File: config.mk
export PLATFORM = sky130hd
export DESIGN_NAME = sgx_walker
export DESIGN_NICKNAME = d
export VERILOG_FILES = /design/src/rtl/sgx_pkg.sv /design/src/rtl/sgx_mask_dec.sv /design/src/rtl/sgx_pte_addr.sv /design/src/rtl/sgx_pte_check.sv /design/src/rtl/sgx_walker.sv
export SDC_FILE = /design/constraint.sdc
export NUM_CORES = 1
export LEC_CHECK = 0
export BUFFER_PORTS_ARGS = -buffer_cell sky130_fd_sc_hd__buf_2
export CELL_PAD_IN_SITES_DETAIL_PLACEMENT = 2
export CELL_PAD_IN_SITES_GLOBAL_PLACEMENT = 2
export CORE_MARGIN = 2
export CORE_UTILIZATION = 28
export DETAILED_ROUTE_END_ITERATION = 10
export PLACE_DENSITY_LB_ADDON = 0.1
export SLEW_MARGIN = 20
export SYNTH_ARGS = -nofsm -noshare
export SYNTH_HDL_FRONTEND = slang
export SYNTH_SLANG_ARGS = --single-unit
File: constraint.sdc
create_clock -name clk -period 5.2 [get_ports clk]
set_clock_uncertainty 0.05 [all_clocks]
set_input_delay 0.52 -clock clk [delete_from_list [all_inputs] [get_ports clk]]
set_output_delay 0.52 -clock clk [all_outputs]
set_load 0.01 [all_outputs]
File: src/rtl/sgx_pkg.sv
package sgx_pkg;

   typedef enum logic [1:0] {
      ST_IDLE = 2'd0,
      ST_REQ  = 2'd1,
      ST_WAIT = 2'd2
   } walk_st_e;

   typedef struct packed {
      logic invalid;
      logic fmt;
      logic cfg;
   } sgx_err_t;

endpackage

File: src/rtl/sgx_mask_dec.sv
module sgx_mask_dec #(
   parameter int MASK_W = 12,
   localparam int CNT_W = $clog2(MASK_W + 1)
) (
   input  logic [MASK_W-1:0] mask_i,
   output logic [CNT_W-1:0]  run_len_o,
   output logic              contig_o
);

   if (MASK_W < 1) begin : g_bad_w
      $error("sgx_mask_dec: MASK_W must be at least 1");
   end

   // run[i] is set while every mask bit from 0 up to i is set
   logic [MASK_W-1:0] run;

   for (genvar i = 0; i < MASK_W; i++) begin : g_run
      if (i == 0) begin : g_first
         assign run[i] = mask_i[0];
      end else begin : g_next
         assign run[i] = run[i-1] & mask_i[i];
      end
   end

   always_comb begin
      run_len_o = '0;
      for (int i = 0; i < MASK_W; i++) begin
         run_len_o = run_len_o + CNT_W'(run[i]);
      end
   end

   // a legal mask is exactly its own leading run
   assign contig_o = (run == mask_i);

endmodule

File: src/rtl/sgx_pte_addr.sv
module sgx_pte_addr #(
   parameter int PA_W       = 34,
   parameter int PCI_W      = 32,
   parameter int PAGE_SH    = 13,
   parameter int MIN_TBL_SH = 10,
   parameter int MASK_W     = 12,
   localparam int CNT_W     = $clog2(MASK_W + 1),
   localparam int BASE_W    = PA_W - MIN_TBL_SH,
   localparam int PGN_W     = PCI_W - PAGE_SH
) (
   input  logic [BASE_W-1:0] tbase_i,
   input  logic [PGN_W-1:0]  pci_pgn_i,
   input  logic [CNT_W-1:0]  run_len_i,
   output logic [PA_W-1:0]   qaddr_o
);

   if (MIN_TBL_SH + MASK_W > PA_W) begin : g_bad_base
      $error("sgx_pte_addr: largest table exceeds the address width");
   end
   if (MIN_TBL_SH + MASK_W - 3 > PGN_W) begin : g_bad_pci
      $error("sgx_pte_addr: PCI page number too narrow for the largest table");
   end
   if (MIN_TBL_SH < 3) begin : g_bad_min
      $error("sgx_pte_addr: smallest table must hold at least one entry");
   end

   logic [PA_W-1:0] base_full;
   logic [PA_W-1:0] idx_full;
   logic [PA_W-1:0] hi_keep;

   assign base_full = {tbase_i, {MIN_TBL_SH{1'b0}}};
   // page number scaled by the 8-byte entry size
   assign idx_full  = PA_W'(pci_pgn_i) << 3;
   // ones above the table size, zeros inside it
   assign hi_keep   = {PA_W{1'b1}} << (MIN_TBL_SH + int'(run_len_i));
   assign qaddr_o   = (base_full & hi_keep) | (idx_full & ~hi_keep);

endmodule

File: src/rtl/sgx_pte_check.sv
module sgx_pte_check #(
   parameter int PTE_W    = 64,
   parameter int PA_W     = 34,
   parameter int PAGE_SH  = 13,
   parameter int LINE_SH  = 5,
   localparam int PG_W    = PA_W - PAGE_SH,
   localparam int LINE_W  = PAGE_SH - LINE_SH
) (
   input  logic [PTE_W-1:0]  pte_i,
   input  logic [LINE_W-1:0] line_i,
   output logic [PA_W-1:0]   phys_o,
   output logic              invalid_o,
   output logic              fmt_o
);

   if (PG_W + 1 > PTE_W) begin : g_bad_pte
      $error("sgx_pte_check: entry too narrow for the page number");
   end
   if (LINE_SH < 1 || LINE_SH >= PAGE_SH) begin : g_bad_line
      $error("sgx_pte_check: line shift must lie inside the page");
   end

   logic mbz_set;

   if (PTE_W > PG_W + 1) begin : g_mbz
      assign mbz_set = |pte_i[PTE_W-1:PG_W+1];
   end else begin : g_no_mbz
      assign mbz_set = 1'b0;
   end

   assign fmt_o     = mbz_set;
   assign invalid_o = ~mbz_set & ~pte_i[0];
   assign phys_o    = {pte_i[PG_W:1], line_i, {LINE_SH{1'b0}}};

endmodule

File: src/rtl/sgx_walker.sv
module sgx_walker #(
   parameter int PA_W       = 34,
   parameter int PCI_W      = 32,
   parameter int PTE_W      = 64,
   parameter int MASK_W     = 12,
   parameter int PAGE_SH    = 13,
   parameter int LINE_SH    = 5,
   parameter int MIN_TBL_SH = 10,
   localparam int BASE_W    = PA_W - MIN_TBL_SH,
   localparam int LINE_W    = PAGE_SH - LINE_SH,
   localparam int CNT_W     = $clog2(MASK_W + 1)
) (
   input  logic              clk,
   input  logic              rst_n,
   input  logic              start_i,
   input  logic [PCI_W-1:0]  pci_addr_i,
   input  logic [MASK_W-1:0] win_mask_i,
   input  logic [BASE_W-1:0] tbase_i,
   output logic              req_valid_o,
   output logic [PA_W-1:0]   req_addr_o,
   input  logic              req_ready_i,
   input  logic              rsp_valid_i,
   input  logic [PTE_W-1:0]  rsp_data_i,
   output logic              busy_o,
   output logic              done_o,
   output logic [PA_W-1:0]   phys_addr_o,
   output logic              err_invalid_o,
   output logic              err_format_o,
   output logic              err_config_o
);
   import sgx_pkg::*;

   if (PAGE_SH >= PCI_W || PAGE_SH >= PA_W) begin : g_bad_page
      $error("sgx_walker: page shift out of range");
   end

   logic [CNT_W-1:0]  run_len;
   logic              contig;
   logic [PA_W-1:0]   qaddr_live;
   logic [PA_W-1:0]   phys_live;
   logic              inv_live;
   logic              fmt_live;

   walk_st_e          state;
   logic [PA_W-1:0]   qaddr_q;
   logic [LINE_W-1:0] line_q;
   logic              done_q;
   logic [PA_W-1:0]   phys_q;
   sgx_err_t          err_q;

   logic unused_low_bits;
   assign unused_low_bits = ^pci_addr_i[LINE_SH-1:0];

   sgx_mask_dec #(.MASK_W(MASK_W)) u_mask (
      .mask_i    (win_mask_i),
      .run_len_o (run_len),
      .contig_o  (contig)
   );

   sgx_pte_addr #(
      .PA_W(PA_W), .PCI_W(PCI_W), .PAGE_SH(PAGE_SH),
      .MIN_TBL_SH(MIN_TBL_SH), .MASK_W(MASK_W)
   ) u_addr (
      .tbase_i   (tbase_i),
      .pci_pgn_i (pci_addr_i[PCI_W-1:PAGE_SH]),
      .run_len_i (run_len),
      .qaddr_o   (qaddr_live)
   );

   sgx_pte_check #(
      .PTE_W(PTE_W), .PA_W(PA_W), .PAGE_SH(PAGE_SH), .LINE_SH(LINE_SH)
   ) u_check (
      .pte_i     (rsp_data_i),
      .line_i    (line_q),
      .phys_o    (phys_live),
      .invalid_o (inv_live),
      .fmt_o     (fmt_live)
   );

   always_ff @(posedge clk or negedge rst_n) begin
      if (!rst_n) begin
         state   <= ST_IDLE;
         qaddr_q <= '0;
         line_q  <= '0;
         done_q  <= 1'b0;
         phys_q  <= '0;
         err_q   <= '0;
      end else begin
         done_q <= 1'b0;
         unique case (state)
            ST_IDLE: begin
               if (start_i) begin
                  err_q  <= '0;
                  phys_q <= '0;
                  if (!contig) begin
                     done_q    <= 1'b1;
                     err_q.cfg <= 1'b1;
                  end else begin
                     state   <= ST_REQ;
                     qaddr_q <= qaddr_live;
                     line_q  <= pci_addr_i[PAGE_SH-1:LINE_SH];
                  end
               end
            end
            ST_REQ: begin
               if (req_ready_i) state <= ST_WAIT;
            end
            ST_WAIT: begin
               if (rsp_valid_i) begin
                  state         <= ST_IDLE;
                  done_q        <= 1'b1;
                  err_q.invalid <= inv_live;
                  err_q.fmt     <= fmt_live;
                  phys_q        <= (inv_live | fmt_live) ? '0 : phys_live;
               end
            end
            default: state <= ST_IDLE;
         endcase
      end
   end

   assign req_valid_o   = (state == ST_REQ);
   assign req_addr_o    = qaddr_q;
   assign busy_o        = (state != ST_IDLE);
   assign done_o        = done_q;
   assign phys_addr_o   = phys_q;
   assign err_invalid_o = done_q & err_q.invalid;
   assign err_format_o  = done_q & err_q.fmt;
   assign err_config_o  = done_q & err_q.cfg;

   // a stalled request keeps its address
   a_r3_req_hold: assert property (@(posedge clk) disable iff (!rst_n)
      req_valid_o && !req_ready_i |=> req_valid_o && $stable(req_addr_o));

   // entry reads are quadword aligned
   a_r2_qw_align: assert property (@(posedge clk) disable iff (!rst_n)
      req_valid_o |-> req_addr_o[2:0] == 3'b000);

   // completion is a single-cycle pulse
   a_r8_done_pulse: assert property (@(posedge clk) disable iff (!rst_n)
      done_o |=> !done_o);

   // never more than one error reported
   a_r6_err_single: assert property (@(posedge clk) disable iff (!rst_n)
      done_o |-> $countones({err_invalid_o, err_format_o, err_config_o}) <= 1);

   // a failed translation presents no address
   a_r5_err_no_addr: assert property (@(posedge clk) disable iff (!rst_n)
      done_o && (err_invalid_o || err_format_o || err_config_o) |-> phys_addr_o == '0);

   // a configuration error never reaches the memory port
   a_r7_cfg_no_req: assert property (@(posedge clk) disable iff (!rst_n)
      err_config_o |-> !req_valid_o && !busy_o);

   // a start during a walk leaves the entry address alone
   a_r9_no_restart: assert property (@(posedge clk) disable iff (!rst_n)
      busy_o && start_i |=> $stable(req_addr_o));

endmodule

Word-level counts from Yosys, hierarchy flattened
Index checks and enable logic that the tools add are counted.

cells by class
  $add $sub $neg = 12
  equality and inequality tests = 7
  shifts and indexed selects = 1
  mux-type cells = 16
  bitwise gates (word level) = 22
  reductions and logical operators = 8

operators by type and width
  kind                      number
  $mux W34                  3
  $pmux W34 S2              1
  $reduce_or A42 Y1         1
  $add A4 B1 Y4             10
  $and A22 B34 Y34          1
  $and A34 B34 Y34          1
  $not A34 Y34              1
  $or A34 B34 Y34           1
  $shl A34 B32 Y34 const A  1
  $and A1 B1 Y1             15
  $eq A11 B11 Y1            1
  $mux W2                   5
  $ne A2 B2 Y1 const B      3
  $pmux W2 S3               1
  $reduce_and A3 Y1         2
  $add A4 B4 Y5 const A     1
  $pmux W2 S2               1
  $reduce_and A4 Y1         1
  $reduce_bool A2 Y1        2
  $mux W1                   3
  $mux W3                   1
  $add A1 B1 Y2             1
  $eq A2 B1 Y1 const B      1
  $eq A2 B2 Y1 const B      1
  other kinds (6)           7

word-level totals
  flip-flop bits (word level) = 82
  bits of input ports = 137
  output and inout bits = 74
  logic and storage cells = 74

Depth between registers and ports, before layout
Gate-level depths: netlist of the first run.

  word-level depth = 17
  mapped depth = 22
  depth with buffers taken out = 21

Modules after synthesis
A second synthesis of the first run with hierarchy kept.

second synthesis, totals
  cells, all modules = 442
  area total of the unflattened synthesis = 4755.8 um2

by module, submodules not included
  module         times used  cells each  area each (um2)  sequential area each (um2)
  sgx_walker     1           266         3430.8           2052.0
  sgx_pte_addr   1           80          576.8            0.0
  sgx_mask_dec   1           45          392.9            0.0
  sgx_pte_check  1           51          355.3            0.0

Worst setup path after synthesis of the first run
Ideal clock, no wire load.

  path kind = input port to flip-flop
  from = input win_mask_i[0]
  to = register qaddr_q[16], in the netlist req_addr_o[16]
  setup time = 0.127 ns
  arrival time = 5.271 ns
  data required time = 5.023 ns
  setup slack = -0.248 ns
  stages on the path = 21
  path buffers = 1
  cells stage by stage = and2_2 and3_4 nand3_1 nor2_1 fa_1 inv_1 fa_1 inv_1 fa_1 inv_1 fa_1 fa_1 inv_1 ha_1 inv_1 ha_1 buf_1 nand2_1 o21ai_0 mux2_2 mux2_1

between the ends
  cells in the longest elaborated chain, start to end = 17
  elaborated cells on any way between the ends = 30
  classes of those cells = add/sub: 12; eq/ne: 1; shift: 1; bitwise: 15; reduce/logical: 1

ends and longest elaborated chain
  item                                                                line                                    text
  start: declaration                                                  sgx_walker.sv:17                        input logic [MASK_W-1:0] win_mask_i,
  $and A1 B1 Y1                                                       sgx_mask_dec.sv:21                      assign run[i] = run[i-1] & mask_i[i];
  $add A1 B1 Y2 / $and A1 B1 Y1 (equally long branches)               sgx_mask_dec.sv:28, sgx_mask_dec.sv:21
  $add A4 B1 Y4 / $and A1 B1 Y1 (equally long branches) (9 in a row)  sgx_mask_dec.sv:28, sgx_mask_dec.sv:21
  $add A4 B1 Y4                                                       sgx_mask_dec.sv:28                      run_len_o = run_len_o + CNT_W'(run[i]);
  $add A4 B4 Y5                                                       sgx_pte_addr.sv:35                      assign hi_keep = {PA_W{1'b1}} << (MIN_TBL_SH + int'(run_len_i));
  $shl A34 B32 Y34                                                    sgx_pte_addr.sv:35
  $not A34 Y34                                                        sgx_pte_addr.sv:36                      assign qaddr_o = (base_full & hi_keep) | (idx_full & ~hi_keep);
  $and A22 B34 Y34                                                    sgx_pte_addr.sv:36
  $or A34 B34 Y34                                                     sgx_pte_addr.sv:36
  end signal: assignment                                              sgx_walker.sv:100                       qaddr_q <= qaddr_live;
  end: declaration                                                    sgx_walker.sv:45                        logic [PA_W-1:0] qaddr_q;

Several ways; a longest one is shown, not always the timed one.
A chain may end at the register's enable or synchronous reset.

Final worst setup path of the first run
  from = input win_mask_i[0]
  to = register qaddr_q[13], in the netlist req_addr_o[13]

Same word-level chain as after synthesis.

==> run summary, run 1 <==
Outcome = completed
R2R Path Start = state[1]
Static Leak = 2.97 nW
CP required = 5.38 ns
Final period util = 0.959
Setup TNS = 0 ns
Dpl cells = 713
GPL Wtd Cong = 0.735
Worst-Margin Slew = 0.988 ns
Synth Area in XOR/XNOR = 0.00234
Die height = 120 um
Avg Cell Area, Syn = 11.5 um2
Post-synthesis simple-gate area fraction = 0.105
Max VDD drop = 0.127 mV
Initial antenna violation count = 1
Post-synth top area cell = dfrtp_1
Top-area cell type share of the netlist area = 0.495
Post-synthesis instance area = 0.00374 mm2
Post-Route Utilization = 0.417
Antenna-violating nets left = 0
Max-cap violations = 0
Endpoints failing hold = 0
Clock share of power = 0.466
Port bufs = 197
Critical Path End = req_addr_o[13]
All-Layer GR Usage = 0.177
H-tree depth reported by CTS = 3
Post-route cell area = 0.00548 mm2
Clock Path Buffers = 2
Flop and latch count out of synthesis = 74
Total CTS buffers = 9
# IOs = 211
Critical setup path kind = input pin to register
Multiplexer share of the synthesized area = 0.150
Synth async-reset ratio = 1.00
Post-synth EDFFs = 0
Via-to-Cell Ratio = 4.62
Clock Tree Root = clkbuf_16
GRT overflow = 0
Synth Area in Adders = 0.0576
FP Rows = 42
Fmax = 201 MHz
Share of post-route cells with drive strength above 1 = 0.514
Post-synth top flop = dfrtp_1
Final setup vio count = 0
Largest family of logic cells by synthesized area = multiplexers
HPWL Detailed = 9310 um
Fin nets = 699
CTS tree = yes
Reg clk slew, reported paths = 0.06 ns
Synth Area in Compound Gates = 0.124
Sequential area share after synthesis = 0.495
Startpoint Class = input pin
Final min period = 4.99 ns
Yosys warning total = 0
Internal power = 1.06 mW
Worst-skew pair later-pin latency = 0.34 ns
Most frequent cells in the layout = 196 x buf_2, 74 x dfrtp_1, 31 x buf_4
NetSw = 0.359 mW
Drt pass-1 iters = 4
Commonest non-fill, non-tap cell in the layout = buf_2
Worst r2r dst = req_addr_o[10]
Worst r2r path cells = 5
1st-iter DRT viols = 68
Area grow syn2layout = 46.6%
Logic gate share of total power = 0.117
Clk sink count = 74
Vias in the first global route = 3836
Sw Share = 0.253
Slew Viols, Final = 0
Sequential power share = 0.417
DIE WIDTH = 120 um
Arrival time worst endpoint = 5.16 ns
Final Instance Count excl. Fillers = 731
Gate Count Post-Synth = 324
Reg2reg setup slack = 2.75 ns
Global-route wire length before repair = 19700 um
DRC viols = 0
CP endpoint kind = register
Total number of vias = 3379
Crit path from = win_mask_i[0]
Drt total wl = 12200 um
Initial Utilization = 0.284
Pin count of the biggest net entering global routing = 75
Core area = 0.0131 mm2
Worst Path Max Fanout = 7
HP Class = input pin to asynchronous set/reset pin
Area of placed instances = 0.00508 mm2
Die ar. = 0.0143 mm2
Post-synthesis cell type count = 39
Max_slew headroom = 0.341
Area contributors post-synth = dfrtp_1 50%, mux2_1 8.4%, a22o_1 7.0%, mux2_2 3.9%, fa_1 3.7%
Power density cells = 259 mW/mm2
Routed WL per cell = 16.7 um
stage by stage:
stage / setup WS [ns] / hold WS (ns) / power (mW)
after floorplan: 0.0200 / 0.174 / 0.665
after global placement: -0.251 / 0.404 / 0.760
after detailed placement: -0.346 / 0.420 / 0.767
after CTS: 0.00630 / 0.332 / 1.44
final: 0.213 / 0.284 / 1.42
after global routing: -0.00531 / 0.331 / 1.48
cell families after synthesis:
family                     after synthesis
and+or+nand+nor                         72
muxes                                   51
buffers and inverters                   48
DFF                                     74
xor gates and xnor gates                 1
adders and majority gates               13
AOI/OAI and AO/OA                       64
other                                    1
timing repair:
action	4_1_cts	5_1_grt
hold endpoints to repair	0	0
resized for setup	0	21
buffers inserted	0	2
hold buffers	0	0
endpoints found under the setup margin	0	13
per-layer routing:
layer / share of wire / GRT usage / wire [um]
met5: 0.0011 / 0 / 13
met1: 0.40 / 0.196 / 4830
met3: 0.072 / 0.0509 / 874
met4: 0.015 / 0.0640 / 178
met2: 0.52 / 0.320 / 6320
worst max-delay path: stages:
cell	delay [ns]
buf_2	0.11
and2_2	0.19
and3_4	0.16
nand3_4	0.08
nor2_2	0.04
fa_1	0.51
inv_2	0.04
fa_1	0.51
inv_2	0.04
fa_1	0.49
inv_1	0.06
fa_2	0.40
fa_2	0.36
xor2_2	0.16
inv_2	0.09
ha_4	0.12
inv_2	0.04
ha_4	0.31
buf_6	0.12
nor2b_2	0.04
nor2_1	0.12
mux2_2	0.34
mux2_1	0.28
power groups by stage:
| stage | Combinational [mW] | Clock (mW) | Sequential [mW] |
|---|---|---|---|
| 3_5_place_dp | 0.165 | 0 | 0.602 |
| 4_1_cts | 0.166 | 0.680 | 0.592 |
| 6_report | 0.166 | 0.662 | 0.592 |
| 2_1_floorplan | 0.0590 | 0 | 0.606 |
| 3_3_place_gp | 0.159 | 0 | 0.602 |
| 5_1_grt | 0.186 | 0.703 | 0.593 |
synthesized netlist by cell type, types with 4 or more instances:
cell type and number:
dfrtp_1 74, mux2i_1 10, buf_4 9, nand2_1 16
mux2_2 13, nor2_1 17, and2_1 6, o21ai_0 17
fa_1 7, clkbuf_1 5, mux2_1 28, a22o_1 30
a21boi_0 6, inv_1 26, nand4_1 4, ha_1 6
nor2b_1 4, a21oi_1 7, nor4_1 10
registers in the layout, indices dropped and copies added, names as in the netlist:
| name | flops |
|---|---|
| state | 2 |
| phys_addr_o | 29 |
| err_q | 3 |
| done_o | 1 |
| line_q | 8 |
| req_addr_o | 31 |
worst min path at each step:
| stage | start | to | slack [ns] | cells past startpoint |
|---|---|---|---|---|
| after floorplan | rst_n | done_o | 0.17 | 0 |
| after global routing | pci_addr_i[5] | line_q[0] | 0.33 | 2 |
| final | rst_n | phys_addr_o[19] | 0.28 | 1 |
| after detailed placement | err_q[1] | err_q[1] | 0.42 | 2 |
| after global placement | err_q[1] | err_q[1] | 0.40 | 2 |
| after CTS | pci_addr_i[5] | line_q[0] | 0.33 | 2 |
final cells by class:
cell class                      instances  area [um2]
Antenna cell                            1        2.50
Clock buffer                           10         239
Clock inverter                          6        72.6
Fill cell                            1441        7660
Inverter                               27         101
Multi-Input combinational cell        209        1770
Sequential cell                        74        1850
Tap cell                              176         220
Timing Repair Buffer                  228        1220
Power figures use the tool's default switching activity.
==> run 2, diff against run 1 <==
--- a/config.mk
+++ b/config.mk
@@ -6,12 +6,11 @@
 export NUM_CORES = 1
 export LEC_CHECK = 0
 export BUFFER_PORTS_ARGS = -buffer_cell sky130_fd_sc_hd__buf_2
-export CELL_PAD_IN_SITES_DETAIL_PLACEMENT = 2
-export CELL_PAD_IN_SITES_GLOBAL_PLACEMENT = 2
 export CORE_MARGIN = 2
-export CORE_UTILIZATION = 28
+export CORE_UTILIZATION = 40
 export DETAILED_ROUTE_END_ITERATION = 10
 export PLACE_DENSITY_LB_ADDON = 0.1
+export RECOVER_POWER = 100
 export SLEW_MARGIN = 20
 export SYNTH_ARGS = -nofsm -noshare
 export SYNTH_HDL_FRONTEND = slang
==> constraint.sdc (replaced) <==
create_clock -name clk -period 4.15 [get_ports clk]
set_clock_uncertainty 0.05 [all_clocks]
set_input_delay 0.415 -clock clk [delete_from_list [all_inputs] [get_ports clk]]
set_output_delay 0.415 -clock clk [all_outputs]
set_load 0.01 [all_outputs]
==> run 2 against run 1 <==
  * The run now ends with max-capacitance violations, max-slew violations, negative setup slack left
  * Setup slack worse by 0.73 ns
  * Sequential power is 25% higher
  * Count of clock-buffer cells in the layout is 1 lower
  * Cell area is 4.2% higher
  * Non-clock buffer count is 21 higher
  * Total power is 12% higher
  * Critical path type unchanged
  * Largest cell class is now multi-input gates
==> run summary, run 2 (synthesis results as in run 1) <==
Outcome = finished, violations left
Failing checks = max-capacitance violations, max-slew violations, negative setup slack
HP Class = input pin to register
Dpl cells = 655
CP endpoint kind = register
GRT overflow = 0
Commonest non-fill, non-tap cell in the layout = buf_2
Clock Path Buffers = 2
Share of post-route cells with drive strength above 1 = 0.482
1st-iter DRT viols = 52
CP max-delay cell = fa_1
# IOs = 211
Total number of vias = 3334
All-Layer GR Usage = 0.203
Core area = 0.00915 mm2
Fmax = 214 MHz
Max stage delay on crit path = 0.54 ns
Final Instance Count excl. Fillers = 686
Critical setup path kind = input pin to register
Final Power = 1.59 mW
Initial antenna violation count = 0
Worst-Margin Slew = 1.85 ns
Worst-skew pair later-pin latency = 0.35 ns
Clock Tree Root = clkbuf_8
Static Leak = 2.90 nW
Max_slew headroom = -0.241
Antenna Cells = 0
Initial Utilization = 0.408
Most frequent cells in the layout = 125 x buf_2, 74 x dfrtp_1, 66 x clkbuf_1
Total CTS buffers = 9
FP Rows = 35
Antenna-violating nets left = 0
Reg clk slew, reported paths = 0.10 ns
RSZ-0062 raised after global routing = true
Worst r2r dst = phys_addr_o[33]
Fin nets = 720
Power density cells = 279 mW/mm2
Arrival time worst endpoint = 4.86 ns
Max-cap violations = 2
Fillers = 781
Endpoints failing hold = 0
Reg2reg setup slack = 1.60 ns
R2R Path Start = state[1]
H-tree depth reported by CTS = 3
Max reg flops = 31
Global-route wire length before repair = 16200 um
CP required = 4.34 ns
Worst r2r path cells = 5
Vias in the first global route = 3491
DRC viols = 0
Final period util = 1.13
Routed WL per cell = 14.9 um
Worst Path Max Fanout = 5
Clk sink count = 74
Critical Path End = req_addr_o[10]
Via-to-Cell Ratio = 4.86
CTS tree = yes
CP Cell Sequence = buf_6, and2_4, and3_4, nand3_4, nor2_4, fa_1, inv_1, fa_1, inv_1, fa_1, inv_1, fa_2, fa_2, xor2_2, inv_2, ha_4, inv_2, ha_4, buf_4, a21oi_4, nor2_2, mux2_4, mux2_2
HPWL Detailed = 7330 um
DIE WIDTH = 101 um
Final min period = 4.67 ns
Drt total wl = 10200 um
Max VDD drop = 0.143 mV
Final setup margin = -0.522 ns
Die ar. = 0.0101 mm2
Final hold slack = 0.214 ns
Die height = 101 um
Crit path from = win_mask_i[1]
Drt pass-1 iters = 4
GPL Wtd Cong = 0.781
Port bufs = 197
Final setup vio count = 26
Area grow syn2layout = 52.7%
Startpoint Class = input pin
Slew Viols, Final = 105
Pin count of the biggest net entering global routing = 75
-- run 2: cell types whose count changed in the layout (fill, tap and decap cells not counted), sizes merged --
cell    change
clkbuf     +68
buf        -48
inv         +1
diode       -1
-- run 2: how the worst min path moves through the flow --
stage | to | start | cells after the start | slack [ns]
2_1_floorplan | done_o | rst_n | 0 | 0.07
3_3_place_gp | err_q[1] | err_q[1] | 2 | 0.41
3_5_place_dp | phys_addr_o[9] | line_q[4] | 1 | 0.42
4_1_cts | phys_addr_o[26] | rst_n | 1 | 0.17
5_1_grt | line_q[0] | pci_addr_i[5] | 2 | 0.20
6_report | phys_addr_o[31] | rsp_data_i[19] | 2 | 0.21
-- run 2: per-layer routing --
| layer | vias up | track usage | share of wire |
|---|---|---|---|
| met5 | - | 0 | 0 |
| li1 | 1619 | - | - |
| met4 | 0 | 0.0832 | 0.019 |
| met1 | 1560 | 0.257 | 0.43 |
| met3 | 16 | 0.0534 | 0.077 |
| met2 | 139 | 0.331 | 0.48 |
-- run 2: area by class of cell --
| type | count | area [um2] | area share |
|---|---|---|---|
| multi-input combinational | 209 | 1990 | 0.349 |
| sequential | 74 | 1850 | 0.324 |
| timing repair buffer | 249 | 1410 | 0.247 |
| tap | 111 | 139 | 0.0243 |
| clock buffer | 9 | 124 | 0.0217 |
| inverter | 27 | 104 | 0.0182 |
| clock inverter | 7 | 83.8 | 0.0147 |
-- run 2: repair_timing --
item | 4_1_cts | 5_1_grt
pin swaps | 6 | 7
gates resized for setup | 57 | 34
hold buffers | 0 | 0
setup buffers | 6 | 9
setup endpoints to repair | 26 | 27
-- run 2: critical path, delay by kind of cell --
kind                     cells  cell delay, ns
buffers and inverters        7            0.53
XOR/XNOR                     1            0.18
AND/OR/NAND/NOR              5            0.48
multiplexers                 2            0.55
adder cells (fa/ha/maj)      7            2.56
AO/OA/AOI/OAI                1            0.15
-- run 2: stage by stage --
| stage | setup WS, ns | area (um2) | setup TNS, ns | util |
|---|---|---|---|---|
| 2_1_floorplan | -0.758 | 3850 | -13.26 | - |
| 3_3_place_gp | -0.989 | 5130 | -20.26 | 0.561 |
| 3_5_place_dp | -1.09 | 5130 | -22.33 | 0.561 |
| 4_1_cts | -0.553 | 5590 | -8.05 | 0.611 |
| 5_1_grt | -0.681 | 5710 | -13.45 | 0.624 |
| 6_report | -0.522 | 5710 | -9.20 | 0.624 |
-- run 2: where the power goes --
| group | switching [mW] | internal (mW) | total [mW] |
|---|---|---|---|
| clock | 0.306 | 0.289 | 0.596 |
| sequential | 0.00722 | 0.734 | 0.741 |
| combinational | 0.116 | 0.137 | 0.254 |
==> run 3, diff against run 2 <==
==> constraint.sdc (replaced) <==
create_clock -name clk -period 3.8 [get_ports clk]
set_clock_uncertainty 0.05 [all_clocks]
set_input_delay 0.38 -clock clk [delete_from_list [all_inputs] [get_ports clk]]
set_output_delay 0.38 -clock clk [all_outputs]
set_load 0.01 [all_outputs]
==> run 3 against run 2 <==
  * The flow still finishes with violations (max-capacitance violations, max-slew violations, negative setup slack)
  * Setup slack got worse by 0.43 ns
  * Total power up 14%
  * Via count rose by 2.1%
  * Highest routed layer unchanged
  * Core utilization increased by 0.66 points
  * Clock power rose by 21%
  * Critical endpoint is now req_addr_o[18]
  * Wire length rose by 5.6%
  * Worst hold slack got worse by 0.029 ns
  * Sequential power up 9.2%
  * Non-clock buffer count up 6
  * Register-to-register slack worse by 0.03 ns
  * Count of clock-buffer cells in the layout up 1
==> run summary, run 3 (synthesis results as in run 1) <==
Outcome = finished, violations left
Failing checks = max-capacitance violations, max-slew violations, negative setup slack
Routed WL per cell = 15.6 um
FP Rows = 35
Final setup margin = -0.952 ns
Final setup vio count = 27
Post-route cell area = 0.00577 mm2
CP endpoint kind = register
# IOs = 211
CP required = 3.99 ns
Arrival time worst endpoint = 4.94 ns
Worst-Margin Slew = 1.86 ns
Global-route wire length before repair = 16300 um
Core area = 0.00915 mm2
Commonest non-fill, non-tap cell in the layout = buf_2
Max stage delay on crit path = 0.50 ns
Via-to-Cell Ratio = 4.92
Total CTS buffers = 9
1st-iter DRT viols = 43
CP Cell Sequence = buf_2, nand4_1, nor2_2, and3_4, and2_4, fa_1, inv_2, fa_1, inv_2, fa_1, inv_2, fa_2, fa_2, xor2_2, inv_2, ha_4, inv_4, ha_4, buf_6, nand2_4, o21ai_2, mux2_4, mux2_4
WP buf/inv = 7
Die height = 101 um
Startpoint Class = input pin
Reg clk slew, reported paths = 0.09 ns
DRC viols = 0
Antenna Cells = 0
Slew Viols, Final = 75
HP Class = input pin to register
Fmax = 210 MHz
Max-cap violations = 1
GRT overflow = 0
Fillers = 748
Initial Utilization = 0.408
Critical path's top delay family = adder cells
R2R Path Start = state[1]
Footprint of the multi-input gates = 0.00198 mm2
H-tree depth reported by CTS = 3
Register area = 0.00185 mm2
Area grow syn2layout = 54.3%
Final Power = 1.81 mW
Drt pass-1 iters = 4
Share of post-route cells with drive strength above 1 = 0.491
CP max-delay cell = fa_1
Endpoints failing hold = 0
Worst Path Max Fanout = 5
CTS tree = yes
HPWL Detailed = 7640 um
Clock Tree Root = clkbuf_8
Critical setup path kind = input pin to register
Static Leak = 2.94 nW
GPL Wtd Cong = 0.780
Die ar. = 0.0101 mm2
Final period util = 1.25
Worst hold start = rsp_data_i[0]
Antenna-violating nets left = 0
Fin nets = 726
Pin count of the biggest net entering global routing = 75
Total number of vias = 3403
Clk sink count = 74
Power density cells = 314 mW/mm2
Vias in the first global route = 3427
Port bufs = 197
Crit path top cell by count = inv_2
Max reg flops = 31
Worst-skew pair later-pin latency = 0.35 ns
All-Layer GR Usage = 0.205
Area of placed instances = 0.00514 mm2
Max_slew headroom = -0.238
Initial antenna violation count = 0
Max VDD drop = 0.192 mV
Pre-CTS setup slack = -1.45 ns
Clock Path Buffers = 2
Most frequent cells in the layout = 127 x buf_2, 74 x dfrtp_1, 66 x clkbuf_1
Drt total wl = 10800 um
RSZ-0062 raised after global routing = true
Crit path from = win_mask_i[2]
Final min period = 4.75 ns
DIE WIDTH = 101 um
CTS hold repair buffers = 0
-- run 3: cell count changes in the layout (fill, tap and decap cells not counted), sizes merged --
| cell | previous run | this run |
|---|---|---|
| inv | 31 | 29 |
| buf | 180 | 188 |
| clkbuf | 78 | 77 |
| bufinv | 1 | 2 |
-- run 3: stage by stage --
| stage | utilization | instances | hold slack (ns) | setup TNS (ns) |
|---|---|---|---|---|
| after detailed placement | 0.561 | 657 | 0.414 | -32.42 |
| final | 0.630 | 692 | 0.184 | -21.86 |
| after global routing | 0.630 | 692 | 0.178 | -25.01 |
| after floorplan | - | 331 | 0.0344 | -21.76 |
| after CTS | 0.627 | 686 | 0.152 | -19.15 |
| after global placement | 0.561 | 657 | 0.404 | -29.10 |
-- run 3: routing by layer --
metal / vias to the layer above / wire (um) / track usage
met3: 11 / 727 / 0.0416
met2: 148 / 5450 / 0.358
met5: - / 0 / 0
met1: 1622 / 4470 / 0.251
li1: 1622 / - / -
met4: 0 / 123 / 0.0706
-- run 3: power breakdown --
| group | internal [mW] | switching, mW |
|---|---|---|
| combinational | 0.153 | 0.129 |
| clock | 0.396 | 0.323 |
| sequential | 0.801 | 0.00798 |
-- run 3: layout make-up --
| type | count | area share |
|---|---|---|
| timing repair buffer | 255 | 0.253 |
| multi-input combinational | 209 | 0.343 |
| sequential | 74 | 0.321 |
| inverter | 27 | 0.0184 |
| clock inverter | 6 | 0.0167 |
| tap | 111 | 0.0241 |
| clock buffer | 10 | 0.0239 |
-- run 3: worst paths after layout --
| check | to | slack [ns] | cells past startpoint |
|---|---|---|---|
| worst max-delay path | req_addr_o[18] | -0.95 | 23 |
| worst min-delay path | err_q[2] | 0.18 | 2 |
| worst max register to register | phys_addr_o[18] | 1.57 | 5 |
| worst min register to register | err_q[1] | 0.43 | 2 |
| max in group asynchronous | line_q[4] | 2.11 | 1 |
| min in group asynchronous | phys_addr_o[28] | 0.48 | 1 |
-- run 3: worst register-to-register path, cell delays in order, from the launching register on --
cell and delay [ns]:
dfrtp_1 0.41, nor2_1 0.10, and2_0 0.19, nor2_2 0.08, clkbuf_1 1.02, a22o_1 0.33
-- run 3: what timing repair did --
action,in CTS,in global routing
gates resized for setup,75,24
setup endpoints to repair,27,28
setup buffers,13,8
pin swaps,18,12
gates cloned,1,0
